--- src/rtl/spi_resp_pkg.sv ---
package spi_resp_pkg;
   localparam int unsigned BYTE_W  = 8;
   localparam int unsigned FRAME_W = 32;
   localparam int unsigned PAY_W   = 24;
   localparam int unsigned RATE_W  = 3;
   localparam int unsigned CNT_W   = 8;

   localparam logic [7:0] CRC_POLY = 8'h07;

   localparam logic [7:0] CMD_ADC       = 8'h00;
   localparam logic [7:0] CMD_CAL_FIRST = 8'h01;
   localparam logic [7:0] CMD_SSN       = 8'h18;
   localparam logic [7:0] CMD_ISN       = 8'h19;
   localparam logic [7:0] CMD_REV       = 8'h1A;
   localparam logic [7:0] CMD_RATE_GET  = 8'h1B;
   localparam logic [7:0] CMD_SET_FIRST = 8'h1C;
   localparam logic [7:0] CMD_SET_LAST  = 8'h23;
   localparam logic [7:0] CMD_DIR_CNT   = 8'h27;
   localparam logic [7:0] CMD_LOAD_CNT  = 8'h28;

   typedef enum logic [2:0] {
      ST_IDLE,
      ST_DECODE,
      ST_CRC,
      ST_HOLD,
      ST_OPEN
   } seq_state_t;

   // one message bit into a non-reflected CRC-8
   function automatic logic [7:0] crc8_bit(input logic [7:0] c, input logic b);
      return {c[6:0], 1'b0} ^ ((c[7] ^ b) ? CRC_POLY : 8'h00);
   endfunction

   function automatic logic [7:0] crc8_pay(input logic [PAY_W-1:0] d);
      logic [7:0] c;
      c = 8'h00;
      for (int i = PAY_W - 1; i >= 0; i--) c = crc8_bit(c, d[i]);
      return c;
   endfunction
endpackage

--- src/rtl/spi_in_sync.sv ---
module spi_in_sync #(
   parameter int unsigned STAGES  = 2,
   parameter int unsigned W       = 3,
   parameter logic [W-1:0] RST_VAL = '0
) (
   input  logic         clk,
   input  logic         rst_n,
   input  logic [W-1:0] d,
   output logic [W-1:0] q
);
   logic [STAGES-1:0][W-1:0] pipe;

   generate
      if (STAGES < 2) begin : g_bad_stages
         $error("spi_in_sync needs at least two stages");
      end
   endgenerate

   always_ff @(posedge clk or negedge rst_n) begin
      if (!rst_n) pipe <= {STAGES{RST_VAL}};
      else        pipe <= {pipe[STAGES-2:0], d};
   end

   assign q = pipe[STAGES-1];
endmodule

--- src/rtl/spi_frame_phy.sv ---
module spi_frame_phy
   import spi_resp_pkg::*;
(
   input  logic               clk,
   input  logic               rst_n,
   input  logic               sclk_s,
   input  logic               cs_n_s,
   input  logic               mosi_s,
   input  logic               cs_n_raw,
   input  logic               enable,
   input  logic               clear,
   input  logic               load,
   input  logic [FRAME_W-1:0] load_word,
   output logic               miso,
   output logic [FRAME_W-1:0] rx_word,
   output logic               frame_full
);
   localparam int unsigned CW = $clog2(FRAME_W + 1);
   localparam logic [CW-1:0] FULL_CNT = CW'(FRAME_W);

   logic               sclk_d;
   logic               edge_ok;
   logic               rise;
   logic               fall;
   logic [CW-1:0]      bit_cnt;
   logic               overrun;
   logic [FRAME_W-1:0] tx_sr;

   assign edge_ok = enable && !cs_n_s;
   assign rise    = edge_ok && sclk_s && !sclk_d;
   assign fall    = edge_ok && !sclk_s && sclk_d;

   always_ff @(posedge clk or negedge rst_n) begin
      if (!rst_n) sclk_d <= 1'b0;
      else        sclk_d <= sclk_s;
   end

   // receive side: count bits, flag anything past a full frame
   always_ff @(posedge clk or negedge rst_n) begin
      if (!rst_n) begin
         bit_cnt <= '0;
         overrun <= 1'b0;
         rx_word <= '0;
      end else if (clear) begin
         bit_cnt <= '0;
         overrun <= 1'b0;
      end else if (rise) begin
         if (bit_cnt == FULL_CNT) begin
            overrun <= 1'b1;
         end else begin
            rx_word <= {rx_word[FRAME_W-2:0], mosi_s};
            bit_cnt <= bit_cnt + 1'b1;
         end
      end
   end

   // transmit side: next bit presented after each falling edge
   always_ff @(posedge clk or negedge rst_n) begin
      if (!rst_n)    tx_sr <= '0;
      else if (load) tx_sr <= load_word;
      else if (fall) tx_sr <= {tx_sr[FRAME_W-2:0], 1'b0};
   end

   assign miso       = cs_n_raw ? 1'b0 : tx_sr[FRAME_W-1];
   assign frame_full = (bit_cnt == FULL_CNT) && !overrun;

   a_r12_count_bound: assert property (@(posedge clk) disable iff (!rst_n)
      bit_cnt <= FULL_CNT);

   a_r1_rx_frozen_when_closed: assert property (@(posedge clk) disable iff (!rst_n)
      !enable |=> $stable(rx_word));
endmodule

--- src/rtl/spi_crc_unit.sv ---
module spi_crc_unit
   import spi_resp_pkg::*;
#(
   parameter bit SERIAL = 1'b0
) (
   input  logic             clk,
   input  logic             rst_n,
   input  logic             start,
   input  logic [PAY_W-1:0] data,
   output logic [7:0]       crc,
   output logic             done
);
   generate
      if (SERIAL) begin : g_serial
         localparam int unsigned NW = $clog2(PAY_W + 1);
         logic [NW-1:0]    left;
         logic [PAY_W-1:0] sh;
         logic             busy;

         always_ff @(posedge clk or negedge rst_n) begin
            if (!rst_n) begin
               crc  <= '0;
               sh   <= '0;
               left <= '0;
               busy <= 1'b0;
               done <= 1'b0;
            end else begin
               done <= 1'b0;
               if (start) begin
                  crc  <= '0;
                  sh   <= data;
                  left <= NW'(PAY_W);
                  busy <= 1'b1;
               end else if (busy) begin
                  crc  <= crc8_bit(crc, sh[PAY_W-1]);
                  sh   <= {sh[PAY_W-2:0], 1'b0};
                  left <= left - 1'b1;
                  if (left == NW'(1)) begin
                     busy <= 1'b0;
                     done <= 1'b1;
                  end
               end
            end
         end
      end else begin : g_parallel
         always_ff @(posedge clk or negedge rst_n) begin
            if (!rst_n) begin
               crc  <= '0;
               done <= 1'b0;
            end else begin
               done <= start;
               if (start) crc <= crc8_pay(data);
            end
         end
      end
   endgenerate

   a_r2_done_single: assert property (@(posedge clk) disable iff (!rst_n)
      done |=> !done);
endmodule

--- src/rtl/spi_resp_bank.sv ---
module spi_resp_bank
   import spi_resp_pkg::*;
#(
   parameter int unsigned N_CAL = 23
) (
   input  logic [7:0]             cmd,
   input  logic                   req_ok,
   input  logic [PAY_W-1:0]       adc_sample,
   input  logic [N_CAL*PAY_W-1:0] cal_points,
   input  logic [PAY_W-1:0]       sensor_serial,
   input  logic [PAY_W-1:0]       instr_serial,
   input  logic [PAY_W-1:0]       fw_revision,
   input  logic [CNT_W-1:0]       dir_count,
   input  logic [CNT_W-1:0]       load_point_count,
   input  logic [RATE_W-1:0]      rate_cur,
   output logic [PAY_W-1:0]       payload,
   output logic                   set_en,
   output logic [RATE_W-1:0]      set_code
);
   localparam int unsigned CAL_IW = (N_CAL > 1) ? $clog2(N_CAL) : 1;

   logic [PAY_W-1:0]  cal_arr [N_CAL];
   logic [7:0]        cal_off;
   logic [CAL_IW-1:0] cal_idx;
   logic              cal_hit;
   logic [7:0]        set_off;

   for (genvar g = 0; g < N_CAL; g++) begin : g_cal
      assign cal_arr[g] = cal_points[g*PAY_W +: PAY_W];
   end

   assign cal_off = cmd - CMD_CAL_FIRST;
   assign cal_idx = cal_off[CAL_IW-1:0];
   assign cal_hit = req_ok && (cmd >= CMD_CAL_FIRST) && (cal_off < 8'(N_CAL));
   assign set_off = cmd - CMD_SET_FIRST;

   always_comb begin
      payload  = adc_sample;
      set_en   = 1'b0;
      set_code = '0;
      if (cal_hit) begin
         payload = cal_arr[cal_idx];
      end else if (req_ok) begin
         case (cmd)
            CMD_SSN:      payload = sensor_serial;
            CMD_ISN:      payload = instr_serial;
            CMD_REV:      payload = fw_revision;
            CMD_RATE_GET: payload = {{(PAY_W-RATE_W){1'b0}}, rate_cur};
            CMD_DIR_CNT:  payload = {{(PAY_W-CNT_W){1'b0}}, dir_count};
            CMD_LOAD_CNT: payload = {{(PAY_W-CNT_W){1'b0}}, load_point_count};
            default: begin
               if (cmd >= CMD_SET_FIRST && cmd <= CMD_SET_LAST) begin
                  payload  = '0;
                  set_en   = 1'b1;
                  set_code = set_off[RATE_W-1:0];
               end
            end
         endcase
      end
   end
endmodule

--- src/rtl/spi_frame_responder.sv ---
module spi_frame_responder
   import spi_resp_pkg::*;
#(
   parameter int unsigned     N_CAL        = 23,
   parameter int unsigned     SYNC_STAGES  = 2,
   parameter bit              CRC_SERIAL   = 1'b0,
   parameter logic [2:0]      DEFAULT_RATE = 3'd0
) (
   input  logic                   clk,
   input  logic                   rst_n,
   input  logic                   conv_active,
   input  logic [23:0]            adc_sample,
   input  logic [N_CAL*24-1:0]    cal_points,
   input  logic [23:0]            sensor_serial,
   input  logic [23:0]            instr_serial,
   input  logic [23:0]            fw_revision,
   input  logic [7:0]             dir_count,
   input  logic [7:0]             load_point_count,
   input  logic                   sclk,
   input  logic                   cs_n,
   input  logic                   mosi,
   output logic                   miso,
   output logic                   drdy_n,
   output logic [2:0]             rate_code,
   output logic                   rate_set_pulse
);
   generate
      if (N_CAL < 1 || N_CAL > 23) begin : g_bad_ncal
         $error("N_CAL must lie in 1..23");
      end
      if (PAY_W != 24 || RATE_W != 3 || CNT_W != 8) begin : g_bad_widths
         $error("frame field widths do not match the port list");
      end
   endgenerate

   seq_state_t         st;
   logic               conv_d;
   logic               conv_rise;
   logic               snap;
   logic [2:0]         sync_q;
   logic               sclk_s;
   logic               cs_n_s;
   logic               mosi_s;
   logic [FRAME_W-1:0] rx_word;
   logic               frame_full;
   logic [FRAME_W-1:0] req_q;
   logic               req_full;
   logic               req_ok;
   logic [PAY_W-1:0]   bank_pay;
   logic               set_en;
   logic [RATE_W-1:0]  set_code;
   logic [PAY_W-1:0]   payload_q;
   logic [RATE_W-1:0]  rate_q;
   logic               crc_start;
   logic [7:0]         crc_val;
   logic               crc_done;
   logic               tx_load;

   spi_in_sync #(.STAGES(SYNC_STAGES), .W(3), .RST_VAL(3'b010)) u_sync (
      .clk   (clk),
      .rst_n (rst_n),
      .d     ({sclk, cs_n, mosi}),
      .q     (sync_q)
   );
   assign {sclk_s, cs_n_s, mosi_s} = sync_q;

   assign conv_rise = conv_active && !conv_d;
   assign snap      = conv_rise && (st == ST_IDLE || st == ST_OPEN);

   spi_frame_phy u_phy (
      .clk        (clk),
      .rst_n      (rst_n),
      .sclk_s     (sclk_s),
      .cs_n_s     (cs_n_s),
      .mosi_s     (mosi_s),
      .cs_n_raw   (cs_n),
      .enable     (st == ST_OPEN),
      .clear      (snap),
      .load       (tx_load),
      .load_word  ({payload_q, crc_val}),
      .miso       (miso),
      .rx_word    (rx_word),
      .frame_full (frame_full)
   );

   assign req_ok = req_full && (crc8_pay(req_q[FRAME_W-1:BYTE_W]) == req_q[BYTE_W-1:0]);

   spi_resp_bank #(.N_CAL(N_CAL)) u_bank (
      .cmd              (req_q[2*BYTE_W-1:BYTE_W]),
      .req_ok           (req_ok),
      .adc_sample       (adc_sample),
      .cal_points       (cal_points),
      .sensor_serial    (sensor_serial),
      .instr_serial     (instr_serial),
      .fw_revision      (fw_revision),
      .dir_count        (dir_count),
      .load_point_count (load_point_count),
      .rate_cur         (rate_q),
      .payload          (bank_pay),
      .set_en           (set_en),
      .set_code         (set_code)
   );

   spi_crc_unit #(.SERIAL(CRC_SERIAL)) u_crc (
      .clk   (clk),
      .rst_n (rst_n),
      .start (crc_start),
      .data  (payload_q),
      .crc   (crc_val),
      .done  (crc_done)
   );

   always_ff @(posedge clk or negedge rst_n) begin
      if (!rst_n) begin
         st             <= ST_IDLE;
         conv_d         <= 1'b0;
         drdy_n         <= 1'b1;
         req_q          <= '0;
         req_full       <= 1'b0;
         payload_q      <= '0;
         rate_q         <= DEFAULT_RATE;
         rate_set_pulse <= 1'b0;
         crc_start      <= 1'b0;
         tx_load        <= 1'b0;
      end else begin
         conv_d         <= conv_active;
         rate_set_pulse <= 1'b0;
         crc_start      <= 1'b0;
         tx_load        <= 1'b0;
         case (st)
            ST_IDLE, ST_OPEN: begin
               if (conv_rise) begin
                  drdy_n   <= 1'b1;
                  req_q    <= rx_word;
                  req_full <= frame_full && cs_n_s && (st == ST_OPEN);
                  st       <= ST_DECODE;
               end
            end
            ST_DECODE: begin
               payload_q <= bank_pay;
               if (set_en) begin
                  rate_q         <= set_code;
                  rate_set_pulse <= 1'b1;
               end
               crc_start <= 1'b1;
               st        <= ST_CRC;
            end
            ST_CRC: begin
               if (crc_done) begin
                  tx_load <= 1'b1;
                  st      <= ST_HOLD;
               end
            end
            ST_HOLD: begin
               if (!conv_active && !tx_load) begin
                  drdy_n <= 1'b0;
                  st     <= ST_OPEN;
               end
            end
            default: st <= ST_IDLE;
         endcase
      end
   end

   assign rate_code = rate_q;

   a_r11_drdy_high_in_conv: assert property (@(posedge clk) disable iff (!rst_n)
      conv_d |-> drdy_n);

   a_r10_drdy_falls_after_load: assert property (@(posedge clk) disable iff (!rst_n)
      $fell(drdy_n) |-> $past(st == ST_HOLD));

   a_r7_single_pulse: assert property (@(posedge clk) disable iff (!rst_n)
      rate_set_pulse |=> !rate_set_pulse);

   a_r7_rate_moves_with_pulse: assert property (@(posedge clk) disable iff (!rst_n)
      !$stable(rate_q) |-> rate_set_pulse);
endmodule

--- config.mk ---
export PLATFORM = sky130hd
export DESIGN_NAME = spi_frame_responder
export DESIGN_NICKNAME = d
export VERILOG_FILES = /design/src/rtl/spi_resp_pkg.sv /design/src/rtl/spi_in_sync.sv /design/src/rtl/spi_frame_phy.sv /design/src/rtl/spi_crc_unit.sv /design/src/rtl/spi_resp_bank.sv /design/src/rtl/spi_frame_responder.sv
export SDC_FILE = /design/constraint.sdc
export NUM_CORES = 1
export LEC_CHECK = 0
export BUFFER_PORTS_ARGS = -buffer_cell sky130_fd_sc_hd__buf_4
export CAP_MARGIN = 20
export CORE_AREA = 3 3 262 264
export DETAILED_ROUTE_END_ITERATION = 8
export DIE_AREA = 0 0 265 267
export SYNTH_ARGS = -nofsm -noshare
export SYNTH_HDL_FRONTEND = slang
export SYNTH_SLANG_ARGS = --single-unit
--- constraint.sdc ---
create_clock -name clk -period 7.6 [get_ports clk]
set_input_delay 2.28 -clock clk [delete_from_list [all_inputs] [get_ports clk]]
set_output_delay 2.28 -clock clk [all_outputs]
set_load 0.005 [all_outputs]
==> results of run 1 <==
[metrics by stage]
step                power [mW]  instances  cell area [µm²]
floorplan                 2.84       1223            12900
global placement          3.54       2673            18800
detailed placement        3.59       2673            18800
CTS                       4.46       2705            19500
global route              4.74       2709            19500
finish                    4.44       2712            19500
[kinds of logic after synthesis]
family                   synth area share [%]
flip-flops                               30.1
AND/OR/NAND/NOR                          9.22
multiplexers                             29.5
XOR/XNOR                                 9.20
adder cells (fa/ha/maj)                 0.678
AO/OA/AOI/OAI                            17.4
buffers and inverters                    3.93
[cells in the final DEF, fill, tap and decap left out, types with 4 or more instances in the layout]
cell type and count:
sky130_fd_sc_hd__buf_4 693, sky130_fd_sc_hd__dfrtp_1 151, sky130_fd_sc_hd__nand2_1 144, sky130_fd_sc_hd__mux4_2 120, sky130_fd_sc_hd__xnor2_1 71, sky130_fd_sc_hd__nor2_1 68, sky130_fd_sc_hd__mux2_2 67, sky130_fd_sc_hd__o21ai_0 63
sky130_fd_sc_hd__a21oi_1 59, sky130_fd_sc_hd__a22oi_1 59, sky130_fd_sc_hd__o211ai_1 40, sky130_fd_sc_hd__mux2i_1 32, sky130_fd_sc_hd__o31ai_1 25, sky130_fd_sc_hd__a31oi_1 25, sky130_fd_sc_hd__o311ai_0 24, sky130_fd_sc_hd__xor2_1 18
sky130_fd_sc_hd__clkbuf_16 17, sky130_fd_sc_hd__a222oi_1 16, sky130_fd_sc_hd__xnor3_1 13, sky130_fd_sc_hd__nand3_1 13, sky130_fd_sc_hd__inv_1 11, sky130_fd_sc_hd__a221oi_1 8, sky130_fd_sc_hd__diode_2 6, sky130_fd_sc_hd__ha_1 6
sky130_fd_sc_hd__inv_6 6, sky130_fd_sc_hd__nor2_2 5, sky130_fd_sc_hd__nor3_1 5, sky130_fd_sc_hd__nor4b_1 5, sky130_fd_sc_hd__o2bb2ai_1 5, sky130_fd_sc_hd__clkinv_8 5, sky130_fd_sc_hd__and2_1 4
[worst reg2reg max path: cells and delay by family (launching register included)]
kind | cells | cell delay [ps]
AO/OA/AOI/OAI | 1 | 890
XOR/XNOR | 1 | 160
adder cells (fa/ha/maj) | 1 | 400
buffers and inverters | 2 | 630
flip-flops | 1 | 510
multiplexers | 1 | 330
AND/OR/NAND/NOR | 3 | 990
[layout make-up]
class / instances / area (µm²) / area share [%]
Tap cell: 873 / 1090 / 5.60
Inverter: 11 / 41.3 / 0.212
Antenna cell: 6 / 15.0 / 0.0770
Timing Repair Buffer: 696 / 5260 / 27.0
Clock inverter: 14 / 168 / 0.860
Sequential cell: 155 / 3890 / 19.9
Multi-Input combinational cell: 939 / 8590 / 44.1
Clock buffer: 18 / 439 / 2.25
[power by group through the flow]
stage	Clock (mW)	Sequential (mW)	Combinational (mW)
finish	0.859	1.22	2.36
CTS	0.875	1.22	2.37
detailed placement	0	1.23	2.36
global placement	0	1.22	2.32
global route	0.903	1.24	2.59
floorplan	0	1.14	1.70
[layer usage]
layer	routed length (µm)	up-vias
li1	-	5936
met1	30600	6724
met2	38700	669
met3	5100	84
met4	1720	2
met5	13	-
[registers in the layout (all words and copies together) (netlist names)]
| name | flops |
|---|---|
| u_crc.done | 1 |
| st | 3 |
| u_sync.pipe | 3 |
| req_full | 1 |
| u_phy.tx_sr | 32 |
| u_phy.rx_word | 32 |
| tx_load | 1 |
| crc_start | 1 |
| rate_code | 3 |
| u_phy.overrun | 1 |
| u_phy.bit_cnt | 6 |
| payload_q | 24 |
| u_phy.sclk_d | 1 |
| conv_d | 1 |
| u_crc.crc | 8 |
| drdy_n | 1 |
| u_sync.q | 3 |
| rate_set_pulse | 1 |
| req_q | 32 |
[how the worst max path moves through the flow]
stage / cells past startpoint / from / to
2_1_floorplan: 1 / cs_n / miso
3_3_place_gp: 3 / cs_n / miso
3_5_place_dp: 3 / cs_n / miso
4_1_cts: 3 / cs_n / miso
5_1_grt: 3 / cs_n / miso
6_report: 3 / cs_n / miso
==> results.md, run 1 <==
- complete, no violations — run status
- buffers and inverters — crit-path leading delay family
- 10.6 µm² — synthesized area per cell
- 0 — yosys synthesis warning count
- 2 — Buffers & Inverters on Critical Path
- 0 — Max Transition Viols Final
- sky130_fd_sc_hd__buf_4 — most used cell along the critical path
- primary output — kind of end point of the critical path
- 3.95% — met3 Resource Use GR
- 13907 — vias in the first global route
- 17 — number of buffers created by CTS
- 59 — Distinct cells, synth
- 155 — number of sinks driven by the clock tree
- 4930 ps — Min Clock Period, post-route
- sky130_fd_sc_hd__clkbuf_16 — clock root buffer master
- 0 — final hold viol count
- 14.9 ps — setup skew after layout
- 0 — post-CTS repair timing setup buffer count
- 1002 — number of DRC markers in iteration 0
- 0 — Congestion Overflow GR
- buf_4 -> nor2b_1 -> buf_4 — worst-path cell chain
- 7047 — Filler Cell Count
- 1223 — cell count after synthesis
- 103 mm — global-route wire length before repair
- 267 µm — Chip Height
- 70800 µm² — floorplan die area
- 1.75 mW — Net Sw Power
- 265 µm — floorplan die width
- input pin — crit start category
- 64.2 mm — HPWL after detailed placement
- 8 — router iterations before antenna repair
- 0 — hold buffers post-CTS
- u_sync.q[0] — end point of the most critical hold path
- 19.3% — Initial Utilization
- req_q[9] — reg-to-reg critical path startpoint
- 100% — share of synthesized flip-flops with an asynchronous set or reset
- 9 — worst reg-to-reg path cell count
- 28.1 µm — average wire per standard cell
- 53.2% — fraction of power consumed by combinational cells
- rate_code[0] — FF-to-FF End
- 29.5% — area share of the largest cell type after synthesis
- 0 ps — sum of negative setup slack
- 95 — Placement Rows
- sky130_fd_sc_hd__dfrtp_1 — area leader, netlist
- 2 — Max Root-Sink Buffers
- 8.60 nW — leakage power
- in2out — critical path start-end classification
- 66800 µm² — core region area
- 30.1% — proportion of synthesized chip area in sequential cells
- 1900 — total nets after synthesis
- 0 — hold depth
- 133 — largest net degree at the start of global routing
- 2650 ps — post-placement setup slack
- sky130_fd_sc_hd__dfrtp_1 29%, sky130_fd_sc_hd__mux4_2 21%, sky130_fd_sc_hd__mux2_2 5.8%, sky130_fd_sc_hd__xnor2_1 4.9%, sky130_fd_sc_hd__nand2_1 4.2% — top cells by area, synth
- 2670 ps — Final WS setup
- 0 — number of flops mapped to enable cells by yosys
- 1080 ps — worst-margin pin slew
- 0.427 mV — maximum vdd ir drop
- 39.4% — net switching share of the total power
- reg2reg — class of the tightest hold or removal check
- yes — clock tree from TritonCTS
- sky130_fd_sc_hd__dfrtp_1 — top_reg_cell synth
- 351 ps — Final Hold Slack
- 0.905 — gp weighted congestion
- 2650 ps — arrival time of the worst setup path
- 130 ps — max incr delay on CP
- 29.2% — post-layout utilization of the core
- 27.4% — sequential share of power
- 20.4% — total global routing track utilization
- 70 ps — Clock transition at path regs
- 4.95 — DR vias/cell
- 203 MHz — highest clock frequency the design can meet
- 2.69 mW — internal cell power
- 228 nW/µm² — Power Dens Cells
- 13415 — overall via count from detail_route
- 0 — Post-CTS Resized
- 676 — number of I/O pins
- sky130_fd_sc_hd__dfrtp_1 — most instantiated library cell after synthesis
- 0 — setup violators final
- 0 — DRC violation count after routing
- sky130_fd_sc_hd__buf_4 — CP max stage cell
- false — RSZ-0062 raised after global routing
- 76.2 mm — aggregate routed wire length
- 12900 µm² — Cell Area, Synth
- 28.2% — worst slew margin relative to its limit
- 5320 ps — required time of the critical path
- 51.4% — share of final-layout standard cells stronger than drive strength 1
- 19.4% — clock share of power
- 36.1% — met2 GRT Util
- 51.0% — synthesis-to-finish area growth
- 64.9% — Final period util
- 0 — number of nets with antenna violations after routing
- 21 — antenna violations before repair
- u_sync.pipe[0] — start point of the worst hold path
- 675 — # port buffers
- 0 — max-cap check violation count
- 2497 — Nets
- met2 — GR peak layer
- 4 — H-tree levels
- 25.8% — global routing usage on met1
- 2 — largest fanout on the critical path
- 152 x sky130_fd_sc_hd__dfrtp_1, 144 x sky130_fd_sc_hd__nand2_1, 120 x sky130_fd_sc_hd__mux4_2 — Post-synth top cells
- 3570 ps — minimum setup slack among reg-to-reg paths
- 155 — number of synthesized register bits
- 440 ps — Clock Latency Late Sink
Note: power is estimated with default switching activity, not from simulation.
==> run 2: changes to the inputs <==
Settings changed: ABC_AREA from default to 1, CORE_AREA 3 3 262 264 to 3 3 261 263, DIE_AREA 0 0 265 267 to 0 0 264 266.
Clock period 7.6 ns to 4.4 ns, I/O delays scaled along.
==> results.md, run 2 <==
- 3014 — total nets after synthesis, was 1900
- 4 — H-tree levels, unchanged
- 675 — # port buffers, unchanged
- 995 ps — worst-margin pin slew, was 1080 ps
- 27.8% — share of final-layout standard cells stronger than drive strength 1, was 51.4%
- 17664 — vias in the first global route, was 13907
- 4040 ps — Min Clock Period, post-route
- 706 x sky130_fd_sc_hd__buf_4, 481 x sky130_fd_sc_hd__nand2_1, 410 x sky130_fd_sc_hd__nor2_1 — commonest non-fill, non-tap cells in the layout, was 693 x sky130_fd_sc_hd__buf_4, 151 x sky130_fd_sc_hd__dfrtp_1, 144 x sky130_fd_sc_hd__nand2_1
- 6.10 µm² — synthesized area per cell, was 10.6 µm²
- u_sync.pipe[0] — start point of the worst hold path, unchanged
- 0 — number of flops mapped to enable cells by yosys, unchanged
- flip-flop — crit start category, was input pin
- 27.2% — proportion of synthesized chip area in sequential cells, was 30.1%
- 3737 — number of cells after detailed placement, was 2673
- 0.927 — gp weighted congestion, was 0.905
- 94 — Placement Rows, was 95
- reg2reg — class of the tightest hold or removal check, unchanged
- 0 — number of nets with antenna violations after routing, unchanged
- 0 — DRC violation count after routing, unchanged
- 18400 — overall via count from detail_route, was 13415
- met2 — GR peak layer, unchanged
- sky130_fd_sc_hd__dfrtp_1 27%, sky130_fd_sc_hd__nand2_1 13%, sky130_fd_sc_hd__o21ai_0 12%, sky130_fd_sc_hd__nor2_1 11%, sky130_fd_sc_hd__nand3_1 4.1% — top cells by area, synth, was sky130_fd_sc_hd__dfrtp_1 29%, sky130_fd_sc_hd__mux4_2 21%, sky130_fd_sc_hd__mux2_2 5.8%, sky130_fd_sc_hd__xnor2_1 4.9%, sky130_fd_sc_hd__nand2_1 4.2%
- 20100 µm² — total cell area at the placement stage, was 18800 µm²
- 7433 — Filler Cell Count, was 7047
- 481 x sky130_fd_sc_hd__nand2_1, 412 x sky130_fd_sc_hd__nor2_1, 355 x sky130_fd_sc_hd__o21ai_0 — Post-synth top cells, was 152 x sky130_fd_sc_hd__dfrtp_1, 144 x sky130_fd_sc_hd__nand2_1, 120 x sky130_fd_sc_hd__mux4_2
- 155 — largest net degree at the start of global routing, was 133
- 21.6% — Initial Utilization, was 19.3%
- 1.06 mV — maximum vdd ir drop, was 0.427 mV
- 4400 ps — arrival time of the worst setup path, was 2650 ps
- 12 — worst reg-to-reg path cell count, was 9
- 66.0 mm — HPWL after detailed placement, was 64.2 mm
- sky130_fd_sc_hd__dfrtp_1 — top_reg_cell synth, unchanged
- 361 ps — Final WS setup, was 2670 ps
- 2337 — cell count after synthesis, was 1223
- 44 — Distinct cells, synth, was 59
- 344 ps — Final Hold Slack, was 351 ps
- complete, no violations — run status, unchanged
- 14300 µm² — Cell Area, Synth, was 12900 µm²
- 237 ps — post-placement setup slack, was 2650 ps
- 0 — yosys synthesis warning count, unchanged
- sky130_fd_sc_hd__nand2_1 — most instantiated library cell after synthesis, was sky130_fd_sc_hd__dfrtp_1
- sky130_fd_sc_hd__buf_4 — most frequent standard cell in the layout excluding fill and tap cells, unchanged
- 67 — largest fanout on the critical path, was 2
- 266 µm — Chip Height, was 267 µm
- 0 ps — sum of negative setup slack, unchanged
- 4.55% — met3 Resource Use GR, was 3.95%
- 465 nW/µm² — Power Dens Cells, was 228 nW/µm²
- 27.6% — global routing usage on met1, was 25.8%
- 0 — final hold viol count, unchanged
- 0 — setup violators final, unchanged
- 116 mm — global-route wire length before repair, was 103 mm
- 0 — max-cap check violation count, unchanged
- 2 — Max Root-Sink Buffers, unchanged
- 70 ps — Clock transition at path regs, about the same
- 17 — number of buffers created by CTS, unchanged
- reg2reg — critical path start-end classification, was in2out
- 44.9% — synthesis-to-finish area growth, was 51.0%
- 155 — number of synthesized register bits, unchanged
- 22.0% — total global routing track utilization, was 20.4%
- 6 — router iterations before antenna repair, was 8
- 21.7 µm — average wire per standard cell, was 28.1 µm
- 1797 — number of DRC markers in iteration 0, was 1002
- 31.4% — post-layout utilization of the core, was 29.2%
- yes — clock tree from TritonCTS, unchanged
- 65900 µm² — core region area, was 66800 µm²
- 4760 ps — required time of the critical path, was 5320 ps
- 91.8% — Final period util
- 26.7% — area share of the largest cell type after synthesis, was 29.5%
- req_q[8] — reg-to-reg critical path startpoint, was req_q[9]
- 264 µm — floorplan die width, was 265 µm
- 9.61 mW — post-layout power, was 4.44 mW
- 676 — number of I/O pins, unchanged
- 0 — hold buffers post-CTS, unchanged
- 13 — antenna violations before repair, was 21
- 9.83 nW — leakage power, was 8.60 nW
- req_q (32), u_phy.rx_word (32), u_phy.tx_sr (32) — Regs by FF count, unchanged
- payload_q[2] — FF-to-FF End, was rate_code[0]
- 0 — Post-CTS Resized, unchanged
- 14.9 ps — setup skew after layout, about the same
- 0 — Max Transition Viols Final, unchanged
- u_sync.q[0] — end point of the most critical hold path, unchanged
- sky130_fd_sc_hd__clkbuf_16 — clock root buffer master, unchanged
- 0 — Congestion Overflow GR, unchanged
- 38.6% — met2 GRT Util, was 36.1%
- 0 — post-CTS repair timing setup buffer count, unchanged
- 82.0 mm — aggregate routed wire length, was 76.2 mm
- 100% — share of synthesized flip-flops with an asynchronous set or reset, unchanged
- 0 — hold depth, unchanged
- false — RSZ-0062 raised after global routing, unchanged
- 360 ps — minimum setup slack among reg-to-reg paths, was 3570 ps
- sky130_fd_sc_hd__dfrtp_1 — area leader, netlist, unchanged
- flip-flop — kind of end point of the critical path, was primary output
- 155 — number of sinks driven by the clock tree, unchanged
- 70200 µm² — floorplan die area, was 70800 µm²
- 20700 µm² — fin area, was 19500 µm²
- 248 MHz — highest clock frequency the design can meet
- 430 ps — Clock Latency Late Sink, was 440 ps
- 3775 — Finished Layout Cells, was 2712
- 33.0% — worst slew margin relative to its limit, was 28.2%
- 4.87 — DR vias/cell, was 4.95
- 3569 — Nets, was 2497
[run 2: cell count changes in the layout (fill, tap and decap cells not counted), moves of 34 or more]
cell	change
sky130_fd_sc_hd__nand3_1	+103
sky130_fd_sc_hd__nor2_1	+342
sky130_fd_sc_hd__inv_1	+138
sky130_fd_sc_hd__o21ai_0	+292
sky130_fd_sc_hd__a21oi_1	+34
sky130_fd_sc_hd__xnor2_1	-46
sky130_fd_sc_hd__o22ai_1	+73
sky130_fd_sc_hd__a22oi_1	-58
sky130_fd_sc_hd__nand2_1	+337
sky130_fd_sc_hd__mux2_2	-67
sky130_fd_sc_hd__mux4_2	-120
[run 2: power by group]
group | internal (mW) | switching [mW]
Combinational | 2.53 | 3.58
Sequential | 1.80 | 0.270
Clock | 0.832 | 0.600
[run 2: critical path, cell delays in order (launching register included)]
cell and delay [ps]:
sky130_fd_sc_hd__dfrtp_4 530, sky130_fd_sc_hd__inv_8 270, sky130_fd_sc_hd__ha_4 400, sky130_fd_sc_hd__inv_4 580, sky130_fd_sc_hd__buf_4 440, sky130_fd_sc_hd__o21ai_0 150
sky130_fd_sc_hd__o22ai_1 390, sky130_fd_sc_hd__nor2_1 70, sky130_fd_sc_hd__o21ai_0 380, sky130_fd_sc_hd__a21oi_1 120, sky130_fd_sc_hd__nor2_1 360, sky130_fd_sc_hd__nor2_1 100
sky130_fd_sc_hd__nor2_1 90
[run 2: final cells by class]
cell class | instances | area [µm²] | share of cell area [%]
inverters | 167 | 639 | 3.09
well taps | 864 | 1080 | 5.23
flip-flops and latches | 155 | 3890 | 18.8
clock buffers | 24 | 492 | 2.38
repair buffers | 711 | 5390 | 26.1
multi-input cells | 1840 | 9090 | 44.0
diodes | 7 | 17.5 | 0.0848
clock inverters | 7 | 65.1 | 0.315
[run 2: worst max-delay path by stage]
stage	start	endpoint
floorplan	req_q[8]	payload_q[17]
global placement	req_q[8]	payload_q[2]
detailed placement	req_q[8]	payload_q[2]
CTS	req_q[8]	payload_q[2]
global route	req_q[8]	payload_q[2]
finish	req_q[8]	payload_q[2]
[run 2: layer usage]
metal,part of all wire [%],wire length (µm)
met1,41,33300
met2,50,40800
met3,7.4,6060
met4,2.2,1790
met5,0.056,46
[run 2: cell families after synthesis]
family                   share of synthesized area (%)
AO/OA/AOI/OAI                                     27.6
adder cells (fa/ha/maj)                          0.614
AND/OR/NAND/NOR                                   31.0
XOR/XNOR                                          4.24
flip-flops                                        27.2
buffers and inverters                             9.39
